[src/rtl/burst_seq_pkg.sv]
package burst_seq_pkg;
  typedef enum logic {
    ORDER_LINEAR = 1'b0,
    ORDER_XOR    = 1'b1
  } order_e;
endpackage

[src/rtl/burst_beat_ctr.sv]
module burst_beat_ctr #(
  parameter int W = 2
) (
  input  logic         clk,
  input  logic         rst,
  input  logic         load_i,
  input  logic         step_i,
  output logic [W-1:0] beat_nxt_o,
  output logic [W-1:0] beat_o
);
  localparam logic [W-1:0] ONE = {{(W-1){1'b0}}, 1'b1};

  logic [W-1:0] beat_q;

  always_comb begin
    if (load_i)      beat_nxt_o = '0;
    else if (step_i) beat_nxt_o = beat_q + ONE;
    else             beat_nxt_o = beat_q;
  end

  always_ff @(posedge clk) begin
    if (rst) beat_q <= '0;
    else     beat_q <= beat_nxt_o;
  end

  assign beat_o = beat_q;


  beat_clear_on_load_chk: assert property (@(posedge clk) disable iff (rst)
    load_i |=> (beat_o == '0));


  beat_step_chk: assert property (@(posedge clk) disable iff (rst)
    (!load_i && step_i) |=> (beat_o == $past(beat_o) + ONE));


  beat_reset_chk: assert property (@(posedge clk)
    rst |=> (beat_o == '0));
endmodule

[src/rtl/burst_seq_map.sv]
module burst_seq_map
  import burst_seq_pkg::*;
#(
  parameter int W = 2
) (
  input  logic [W-1:0] start_i,
  input  logic [W-1:0] beat_i,
  input  order_e       order_i,
  output logic [W-1:0] addr_o
);
  logic [W-1:0] lin_addr;
  logic [W-1:0] xor_addr;
  logic [W:0]   carry;

  assign carry[0] = 1'b0;

  genvar b;
  generate
    for (b = 0; b < W; b++) begin : g_bit
      assign xor_addr[b]  = start_i[b] ^ beat_i[b];
      assign lin_addr[b]  = start_i[b] ^ beat_i[b] ^ carry[b];
      assign carry[b+1]   = (start_i[b] & beat_i[b]) |
                            (carry[b] & (start_i[b] ^ beat_i[b]));
    end
  endgenerate

  assign addr_o = (order_i == ORDER_XOR) ? xor_addr : lin_addr;
endmodule

[src/rtl/burst_addr_gen.sv]
module burst_addr_gen
  import burst_seq_pkg::*;
#(
  parameter int W = 2
) (
  input  logic         clk,
  input  logic         rst,
  input  logic         load_i,
  input  logic         adv_n_i,
  input  logic         order_i,
  input  logic [W-1:0] start_i,
  output logic [W-1:0] addr_o
);
  localparam logic [W-1:0] ONE = {{(W-1){1'b0}}, 1'b1};

  logic [W-1:0] start_q, start_nxt;
  order_e       order_q, order_nxt;
  logic [W-1:0] beat_nxt, beat_cur;
  logic [W-1:0] addr_nxt, addr_q;

  always_comb begin
    start_nxt = load_i ? start_i : start_q;
    order_nxt = load_i ? order_e'(order_i) : order_q;
  end

  burst_beat_ctr #(.W(W)) u_beat (
    .clk        (clk),
    .rst        (rst),
    .load_i     (load_i),
    .step_i     (!adv_n_i),
    .beat_nxt_o (beat_nxt),
    .beat_o     (beat_cur)
  );

  burst_seq_map #(.W(W)) u_map (
    .start_i (start_nxt),
    .beat_i  (beat_nxt),
    .order_i (order_nxt),
    .addr_o  (addr_nxt)
  );

  always_ff @(posedge clk) begin
    if (rst) begin
      start_q <= '0;
      order_q <= ORDER_LINEAR;
      addr_q  <= '0;
    end else begin
      start_q <= start_nxt;
      order_q <= order_nxt;
      addr_q  <= addr_nxt;
    end
  end

  assign addr_o = addr_q;


  addr_reset_chk: assert property (@(posedge clk)
    rst |=> (addr_o == '0));


  addr_load_chk: assert property (@(posedge clk) disable iff (rst)
    load_i |=> (addr_o == $past(start_i)));


  addr_hold_chk: assert property (@(posedge clk) disable iff (rst)
    (!load_i && adv_n_i) |=> $stable(addr_o));


  linear_step_chk: assert property (@(posedge clk) disable iff (rst)
    (!load_i && !adv_n_i && order_q == ORDER_LINEAR) |=>
      (addr_o == $past(addr_o) + ONE));


  wrap_idle_chk: assert property (@(posedge clk) disable iff (rst)
    (beat_cur == '0) |-> (addr_o == start_q));
endmodule

[config.mk]
export PLATFORM = sky130hd
export DESIGN_NAME = burst_addr_gen
export DESIGN_NICKNAME = d
export VERILOG_FILES = /design/src/rtl/burst_seq_pkg.sv /design/src/rtl/burst_beat_ctr.sv /design/src/rtl/burst_seq_map.sv /design/src/rtl/burst_addr_gen.sv
export SDC_FILE = /design/constraint.sdc
export NUM_CORES = 1
export LEC_CHECK = 0
export ABC_AREA = 1
export ABC_CLOCK_PERIOD_IN_PS = 1200
export BUFFER_PORTS_ARGS = -buffer_cell sky130_fd_sc_hd__buf_2
export CAP_MARGIN = 10
export CORE_AREA = 2 2 39 41
export CTS_CLUSTER_SIZE = 20
export DETAILED_ROUTE_END_ITERATION = 12
export DIE_AREA = 0 0 41 43
export GPL_ROUTABILITY_DRIVEN = 0
export PLACE_DENSITY = 0.58
export REMOVE_ABC_BUFFERS = 1
export SYNTH_ARGS = -nofsm -noshare
export SYNTH_HDL_FRONTEND = slang
export SYNTH_SLANG_ARGS = --single-unit
[constraint.sdc]
create_clock -name clk -period 1.2 [get_ports clk]
set_input_delay 0.24 -clock clk [delete_from_list [all_inputs] [get_ports clk]]
set_output_delay 0.24 -clock clk [all_outputs]
set_load 0.02 [all_outputs]
* Word-level counts from Yosys, hierarchy flattened
Index checks and enable logic that the tools add are counted.
** Word-level totals
- Flip-flop bits (word level) :: 7
- Input bits :: 7
- Output and inout bits :: 2
- Logic and storage cells :: 14
** Operators by class
- $add $sub $neg :: 1
- Mux-type cells :: 5
- Bitwise gates (word level) :: 4
** Operator list (count)
- $mux 2 :: 4
- $xor 1x1->1 :: 3
- $add 2x1->2 const B :: 1
- $and 1x1->1 :: 1
- $mux 1 :: 1

* Logic depth before layout (Yosys ltp)
Gate-level depths: netlist (run 1).
- Word-level depth :: 6
- Depth in mapped cells :: 11
- Depth with buffers taken out :: 11

* Hierarchy
A second synthesis (run 1) with hierarchy kept.
** Unflattened totals
- Cell total of the unflattened synthesis :: 61
- Area total of the unflattened synthesis :: 367.9 um^2
** Modules (own cells, without submodules)
- burst_addr_gen :: times used 1, cells each 32, area an instance 203.9 um^2, seq. area each 100.1 um^2
- burst_beat_ctr :: times used 1, cells each 14, area an instance 96.3 um^2, seq. area each 40.0 um^2
- burst_seq_map :: times used 1, cells each 15, area an instance 67.6 um^2, seq. area each 0.0 um^2

* Worst setup path after synthesis (run 1)
No wires, ideal clock.
- Kind :: register to register
- From :: register u_beat.beat_q[0], in the netlist u_beat.beat_o[0]
- To :: register addr_q[1], in the netlist addr_o[1]
- Setup time :: 0.114 ns
- Arrival :: 1.058 ns
- Required time :: 1.086 ns
- Slack :: 0.028 ns
- Stages on the path, launching flop included :: 10
- Buffers on the path :: 0
- Clock period less this slack :: 1.172 ns
- Path through :: dfxtp_1 -> nand2_1 -> inv_2 -> nor3_1 -> ha_1 -> nand3_1 -> nand2_1 -> nand2_2 -> nor2_1 -> nor2_2
** Between the ends
- Longest elaborated chain between the ends :: 6
- Elaborated cells between the ends (all ways) :: 7
- Those cells by class :: 1 x add/sub; 3 x mux; 3 x bitwise
** RTL lines
- start: declaration :: line burst_beat_ctr.sv:13 : logic [W-1:0] beat_q;
- start signal: assignment :: line burst_beat_ctr.sv:23 : else beat_q <= beat_nxt_o;
- $add 2x1->2 :: line burst_beat_ctr.sv:17 : else if (step_i) beat_nxt_o = beat_q + ONE;
- $mux 2 * :: line burst_beat_ctr.sv:17
- $mux 2 * :: line burst_beat_ctr.sv:16 : if (load_i) beat_nxt_o = '0;
- net beat_nxt[0] :: line burst_addr_gen.sv:18 : logic [W-1:0] beat_nxt, beat_cur;
- $and 1x1->1 * :: line burst_seq_map.sv:22 : assign carry[b+1] = (start_i[b] & beat_i[b]) |
- $xor 1x1->1 * :: line burst_seq_map.sv:21 : assign lin_addr[b] = start_i[b] ^ beat_i[b] ^ carry[b];
- $mux 2 * :: line burst_seq_map.sv:27 : assign addr_o = (order_i == ORDER_XOR) ? xor_addr : lin_addr;
- end signal: assignment :: line burst_addr_gen.sv:50 : addr_q <= addr_nxt;
- end: declaration :: line burst_addr_gen.sv:19 : logic [W-1:0] addr_nxt, addr_q;
The timed path passes the listed nets; every way through them passes the cells marked *.
A chain may end at the register's enable or synchronous reset.

* Worst setup path in the final report (run 1)
Same ends and word-level chain as after synthesis.

==> out/metrics.cfg, run 1 <==
[outcome]
status = complete, no violations

[setup_path]
path_cells = nand2_1 -> inv_2 -> nor3_2 -> ha_2 -> nand3_2 -> nand2_1 -> nand2_2 -> nand2_1 -> nand2_1 -> nor2_2
cp_data_required_time_ns = 1.39
max_stage_delay_ns = 0.32
crit_slowest_cell = dfxtp_2
start_kind = flop
path_buf_inv = 1
cp-end-kind = flop
crit_type = flop to flop
critPathMostFrequentCell = nand2_1
cp_max_fo = 2
arrival_ns = 1.37
critPathTopFamily = simple AND/OR/NAND/NOR gates

[detailed_routing]
drt-total-wl_um = 624
firstDrtPassIters = 2
wl_per_cell_um = 7.61
met3_length_um = 26
met2_length_um = 287
drt_iter0_markers = 1
vias = 328
wirelength_met1_um = 310
drc = 0
ant_nets = 0
viasPerCell = 4.00
highest_layer = met3

[power]
power.density_nw_per_um2 = 1210
peakVddDrop_mv = 0.482
power_leakage_nw = 0.247

[floorplanning]
design.die.area_sq_um = 1760
coreArea_sq_um = 1380
rows = 14
start_util_pct = 24.3
die_h_um = 43
io-pin-count = 9
dieWidth_um = 41

[finish]
area_growth_syn_to_layout_pct = 40.1
most-common-layout-cells = nand2_1, buf_2, inv_1, dfxtp_1, nor2_1
drive_above_1_share_pct = 45.5
fin_util_pct = 34.1
antenna_cells = 0
nNetsFinal = 75
final_cell_area_sq_um = 472
final_common_cell = nand2_1

[synth]
synthCells = 50
synth.distinct_cells = 14
synth_xor_area_share_pct = 0
yosys_register_bits = 7
synthAdderAreaFrac_pct = 3.72
synth-simple-area-share_pct = 42.0
synth_compound_area_share_pct = 1.49
ys_warn_count = 0
syn-cell-area_sq_um = 337
synth_mux_area_share_pct = 0
ys_seq_area_share_pct = 41.6
synth_top_family_by_area = simple AND/OR/NAND/NOR gates
syn_avg_cell_area_sq_um = 6.73

[placed_design]
port_buffers = 8
placed_cell_area_sq_um = 427
place_hpwl_um = 458
dp_slack_ns = -0.174

[timing]
timing.final.crit_share_pct = 97.9
rsz0062_at_grt = true
skew_ns = 0.00197
finalCriticalPeriod_ns = 1.17
setup_viol = 0
tightest_slew_ns = 0.227
final-hold-violation-count = 0
fmax_mhz = 851
hold_slack_ns = 0.237
setup_slack_ns = 0.0252
finalMaxSlewViolations = 0
maxSlewHeadroom_pct = 84.7

[grt]
antenna_found_initial = 0
grt_pass1_vias = 296
grtUsageTotal_pct = 9.48
grt_overflow = 0
grt_max_degree = 8
grt_pass1_wl_mm = 1.08

[clocking]
clk_latency_ns = 0.25
cts_num_sinks = 7
numCtsBuffers = 3
cts_root_buf = clkbuf_4
htreeDepth = 1
cts_tree = yes
clkSlewWorstSetupHoldPaths_ns = 0.06
cts-hold-fix-buffers = 0
cts_buffer_depth = 2

[run]
maxCapViolations = 0

[min_path]
hp-class = input port to flop

==> final cells by class <==
cell class | instances | area, sq um
clock buffers | 4 | 26.3
inverters | 10 | 37.5
well taps | 16 | 20.0
repair buffers | 12 | 70.1
multi-input cells | 33 | 176
flip-flops and latches | 7 | 141
fillers | 147 | 912
==> per-layer routing <==
metal	vias to the layer above	global-route usage [%]
met3	0	1.57
met5	-	0
met4	0	10.0
met1	142	13.0
li1	180	-
met2	6	11.3
==> timing repair <==
action,4_1_cts,5_1_grt
resized for setup,5,1
buffers inserted,0,0
setup endpoints to repair,1,1
pin swaps,6,2
==> through the flow <==
stage | setup TNS [ns] | instances | power [W]
3_3_place_gp | -0.0889 | 78 | 0.000350
6_report | 0 | 82 | 0.000573
4_1_cts | -0.0321 | 82 | 0.000583
2_1_floorplan | 0 | 50 | 0.000315
3_5_place_dp | -0.174 | 78 | 0.000351
5_1_grt | -0.0492 | 82 | 0.000612
==> flip-flops by register name, summed over array words and instances, names as in the netlist <==
signal         flops
order_q            1
start_q            2
addr_o             2
u_beat.beat_o      2
==> Yosys cell counts <==
master / number / area share, %
a21oi_1: 1 / 1.5
clkinv_1: 1 / 1.1
dfxtp_1: 7 / 42
ha_1: 1 / 3.7
inv_1: 6 / 6.7
inv_2: 3 / 3.3
nand2_1: 14 / 16
nand2_2: 4 / 7.4
nand3_1: 1 / 1.5
nand3_2: 1 / 3.0
nor2_1: 7 / 7.8
nor2_2: 1 / 1.9
nor3_1: 2 / 3.0
nor4_1: 1 / 1.9
==> worst paths after layout <==
check	from	end	slack, ns	cells after the start
setup / recovery	u_beat.beat_o[0]$_SDFF_PP0_	addr_o[1]$_SDFF_PP0_	0.03	10
setup reg to reg	u_beat.beat_o[0]$_SDFF_PP0_	addr_o[1]$_SDFF_PP0_	0.03	10
hold / removal	rst	order_q$_SDFF_PP0_	0.24	2
hold reg to reg	u_beat.beat_o[1]$_SDFF_PP0_	u_beat.beat_o[1]$_SDFF_PP0_	0.53	3
==> power by group <==
group / leakage, nW / internal [W] / switching, W / total [W]
logic: 0.174 / 0.0000417 / 0.0000574 / 0.0000991
clock network: 0.0150 / 0.000127 / 0.0000944 / 0.000222
registers: 0.0582 / 0.000248 / 0.00000441 / 0.000252
==> cells by family after synthesis <==
group           Yosys count
buf+inv                  10
compound gates            1
flops                     7
simple gates             31
fa+ha+maj                 1
==> worst reg2reg max path, cell delays in order (launching register included) <==
cell and delay, ns:
dfxtp_2 0.32, nand2_1 0.06, inv_2 0.04, nor3_2 0.11, ha_2 0.23, nand3_2 0.06, nand2_1 0.07, nand2_2 0.06
nand2_1 0.06, nand2_1 0.05, nor2_2 0.07
No activity file was read; power rests on OpenSTA's default activity.
==> run 2: changes to the inputs <==
Settings changed: ABC_AREA 1 to default.
==> out/metrics.cfg, run 2 <==
[finish]
drive_above_1_share_pct = 50.0
antenna_cells = 0
nNetsFinal = 55
final_cell_area_sq_um = 459
fin_util_pct = 33.2
final_cells = 62
most-common-layout-cells = buf_2, dfxtp_1, nor2_1
area_growth_syn_to_layout_pct = 33.9
final_common_cell = buf_2
n_fill_cell = 147

[synth]
yosys_register_bits = 7
ys_warn_count = 0
async_reset_ff_share_pct = 0
synthFlopType = dfxtp_1
yosysTopAreaCell = dfxtp_1
synth.distinct_cells = 14
syn-cell-area_sq_um = 343
synth_area_leaders = dfxtp_1, mux2i_1, nor2b_1, mux2_2, nor2_1
ys_seq_area_share_pct = 40.9
synth.top_cell.area_share_pct = 40.9
synth_most_common_cell = dfxtp_1
synthCells = 31
synthTopCellsByCount = dfxtp_1, nor2_1, mux2i_1, nor2b_1, mux2_2
synth_edf_count = 0
syn_avg_cell_area_sq_um = 11.1

[setup_path]
cp_data_required_time_ns = 1.34
crit_type = flop to flop
cp_max_fo = 2
start_kind = flop
arrival_ns = 1.73
cp-end-kind = flop

[timing]
skew_ns = 0.00329
final-hold-violation-count = 0
fmax_mhz = 629
setup_viol = 1
finalCriticalPeriod_ns = 1.59
fin_setup_tns_ns = -0.391
timing.final.crit_share_pct = 133
finalMaxSlewViolations = 0
tightest_slew_ns = 0.163
setup_slack_ns = -0.391
rsz0062_at_grt = true
maxSlewHeadroom_pct = 88.8

[detailed_routing]
firstDrtPassIters = 2
drt_iter0_markers = 1
drc = 0
vias = 243
ant_nets = 0
viasPerCell = 3.92
wl_per_cell_um = 8.97
drt-total-wl_um = 556

[power]
power_leakage_nw = 0.210
peakVddDrop_mv = 0.459
power.density_nw_per_um2 = 1220

[grt]
antenna_found_initial = 0
grt_overflow = 0
grtUsageTotal_pct = 8.34
grt_pass1_wl_um = 883
grt_pass1_vias = 240
grt_max_degree = 8

[placed_design]
port_buffers = 8
place_hpwl_um = 427
dp.cells = 58
placed_cell_area_sq_um = 422
dp_slack_ns = -0.476

[outcome]
status = finished with violations
violations = negative setup slack

[clocking]
clkSlewWorstSetupHoldPaths_ns = 0.05
cts_num_sinks = 7
clk_latency_ns = 0.25
cts_root_buf = clkbuf_4
htreeDepth = 1
numCtsBuffers = 3
post_cts_buffers = 0
cts_buffer_depth = 2
cts_tree = yes

[floorplanning]
rows = 14
design.die.area_sq_um = 1760
dieWidth_um = 41
die_h_um = 43
io-pin-count = 9
coreArea_sq_um = 1380
start_util_pct = 24.8

[min_path]
hp-class = input port to flop

[run]
maxCapViolations = 0

-- run 2: cell types whose count changed after synthesis, moves of 2 or more --
cell / before / now
nand2_1: 14 / 0
inv_1: 6 / 0
mux2i_1: 0 / 4
nand2_2: 4 / 0
nor2b_1: 0 / 4
inv_2: 3 / 0
mux2_2: 0 / 2
nor2_1: 7 / 5
-- run 2: path summary, 6_finish.rpt --
kind	startpoint	to	slack, ns	cells after the start
setup / recovery	u_beat.beat_o[0]$_SDFF_PP0_	addr_o[1]$_SDFF_PP0_	-0.39	7
setup reg to reg	u_beat.beat_o[0]$_SDFF_PP0_	addr_o[1]$_SDFF_PP0_	-0.39	7
hold reg to reg	order_q$_SDFF_PP0_	order_q$_SDFF_PP0_	0.51	2
hold / removal	order_i	order_q$_SDFF_PP0_	0.25	3
-- run 2: power by group --
part           switching, W  internal [W]
Combinational     0.0000425     0.0000527
Sequential       0.00000610      0.000248
Clock             0.0000840      0.000127
-- run 2: layout make-up --
type                            instances  area, sq um  area share (%)
Sequential cell                         7          141            30.8
Multi-Input combinational cell         23          201            43.9
Tap cell                               16         20.0            4.36
Clock buffer                            4         26.3            5.72
Timing Repair Buffer                   12         70.1            15.3
-- run 2: logic make-up (layout without fill, tap and decap cells) --
family / after synthesis / in the layout / share of synthesized area [%]
adders and majority gates: 1 / 1 / 3.65
buffers and inverters: 1 / 16 / 3.28
DFF: 7 / 7 / 40.9
xor gates and xnor gates: 3 / 3 / 9.86
and+or+nand+nor: 13 / 13 / 24.1
muxes: 6 / 6 / 18.2
-- run 2: worst max-delay path, stage by stage (launching register included) --
cell and delay (ns):
dfxtp_2 0.33, xor2_2 0.14, nor2_1 0.12, ha_2 0.22, nand2b_4 0.06, xnor2_2 0.12
mux2i_1 0.14, mux2_2 0.34
-- run 2: routing by layer --
layer / share of wire (%) / global-route usage, % / up-vias
li1: - / - / 128
met2: 43 / 10.3 / 9
met3: 7.7 / 4.71 / 0
met4: 0 / 8.00 / 0
met1: 49 / 9.35 / 106
met5: 0 / 0 / -
-- run 2: metrics by stage --
step	hold slack, ns	total power [W]
2_1_floorplan	0.312	0.000310
3_3_place_gp	0.471	0.000350
3_5_place_dp	0.484	0.000351
4_1_cts	0.242	0.000575
5_1_grt	0.260	0.000598
6_report	0.252	0.000560
-- run 2: timing repair --
action,in CTS,in global routing
hold endpoints to repair,0,0
gates resized for setup,2,1
endpoints found under the setup margin,1,1
hold buffers,0,0
pin swaps,0,4
==> run 3: changes to the inputs <==
Settings changed: BUFFER_PORTS_ARGS -buffer_cell sky130_fd_sc_hd__buf_2 to default, DONT_BUFFER_PORTS from default to 1, PLACE_DENSITY 0.58 to 0.52.
==> out/metrics.cfg, run 3 (synthesis gave the netlist of run 2 again) <==
[outcome]
status = finished with violations
violations = negative setup slack

[setup_path]
crit_start = u_beat.beat_o[0]$_SDFF_PP0_
cp-end-kind = flop
cp_data_required_time_ns = 1.34
cp_max_fo = 2
arrival_ns = 1.72
worstReg2RegStart = u_beat.beat_o[0]$_SDFF_PP0_
crit_type = flop to flop
start_kind = flop

[clocking]
cts_tree = yes
post_cts_buffers = 0
htreeDepth = 1
numCtsBuffers = 3
clk_latency_ns = 0.25
cts_num_sinks = 7
clkSlewWorstSetupHoldPaths_ns = 0.05
cts-hold-fix-buffers = 0
cts_buffer_depth = 2
cts_root_buf = clkbuf_4

[timing]
finalMaxSlewViolations = 0
tightest_slew_ns = 0.204
maxSlewHeadroom_pct = 86.3
fmax_mhz = 634
timing.final.crit_share_pct = 131
rsz0062_at_grt = true
setup_slack_ns = -0.378
skew_ns = 0.00286
final-hold-violation-count = 0
setup_viol = 1
hold_slack_ns = 0.0505
finalCriticalPeriod_ns = 1.58

[detailed_routing]
ant_nets = 0
firstDrtPassIters = 2
viasPerCell = 4.12
drt-total-wl_um = 473
drc = 0
wl_per_cell_um = 9.46
vias = 206
drt_iter0_markers = 2

[floorplanning]
design.die.area_sq_um = 1760
io-pin-count = 9
dieWidth_um = 41
rows = 14
coreArea_sq_um = 1380
start_util_pct = 24.8
die_h_um = 43

[min_path]
holdCritStartpoint = rst
hp-class = input port to flop

[finish]
antenna_cells = 0
final_common_cell = dfxtp_1
fin_util_pct = 28.1
most-common-layout-cells = dfxtp_1, nor2_1, nor2b_1, mux2i_1, clkbuf_4
nNetsFinal = 43
drive_above_1_share_pct = 32.4
area_growth_syn_to_layout_pct = 13.5
final_cells = 50

[placed_design]
port_buffers = 0
dp.cells = 46
dp_slack_ns = -0.404
place_hpwl_um = 386

[grt]
grt_max_degree = 9
grtUsageTotal_pct = 6.84
grt_overflow = 0
antenna_found_initial = 0
grt_pass1_wl_um = 745
grt_pass1_vias = 197

[power]
peakVddDrop_mv = 0.463
power_leakage_nw = 0.157
power.density_nw_per_um2 = 1360

[run]
maxCapViolations = 0

==> run 3: cell type report <==
class	count	area (sq um)
clock buffer	4	26.3
fill	144	995
multi-input combinational	23	201
sequential	7	141
tap	16	20.0
==> run 3: per-layer routing <==
layer | wire, um | global-route usage (%) | part of all wire, %
met1 | 197 | 7.12 | 42
met2 | 180 | 8.13 | 38
met3 | 76 | 5.76 | 16
met4 | 19 | 6.00 | 4.0
met5 | 0 | 0 | 0
==> run 3: timing repair <==
item	CTS	global route
setup endpoints to repair	1	1
pin swaps	3	3
gates resized for setup	2	1
==> run 3: worst max-delay path, stage by stage (launching register included) <==
cell and delay [ns]:
dfxtp_2 0.33, xor2_2 0.15, nor2_1 0.10, ha_2 0.21, nand2b_1 0.07, xnor2_1 0.12
mux2i_1 0.14, mux2_2 0.35
==> run 3: final timing paths <==
path,to,slack (ns),depth (start not counted)
max,addr_o[1]$_SDFF_PP0_,-0.38,7
min,start_q[1]$_SDFF_PP0_,0.05,1
max reg2reg,addr_o[1]$_SDFF_PP0_,-0.38,7
min reg2reg,order_q$_SDFF_PP0_,0.49,2
==> run 3: through the flow <==
stage	area (sq um)	power, W	setup TNS (ns)
3_3_place_gp	352	0.000315	-0.397
5_1_grt	389	0.000555	-0.476
2_1_floorplan	332	0.000310	-0.319
3_5_place_dp	352	0.000316	-0.404
6_report	389	0.000529	-0.378
4_1_cts	382	0.000534	-0.404
==> run 3: power breakdown <==
group	leakage, nW	total (W)	switching (W)	internal, W
registers	0.0580	0.000263	0.0000145	0.000248
logic	0.0835	0.0000510	0.0000169	0.0000341
clock network	0.0150	0.000215	0.0000884	0.000127
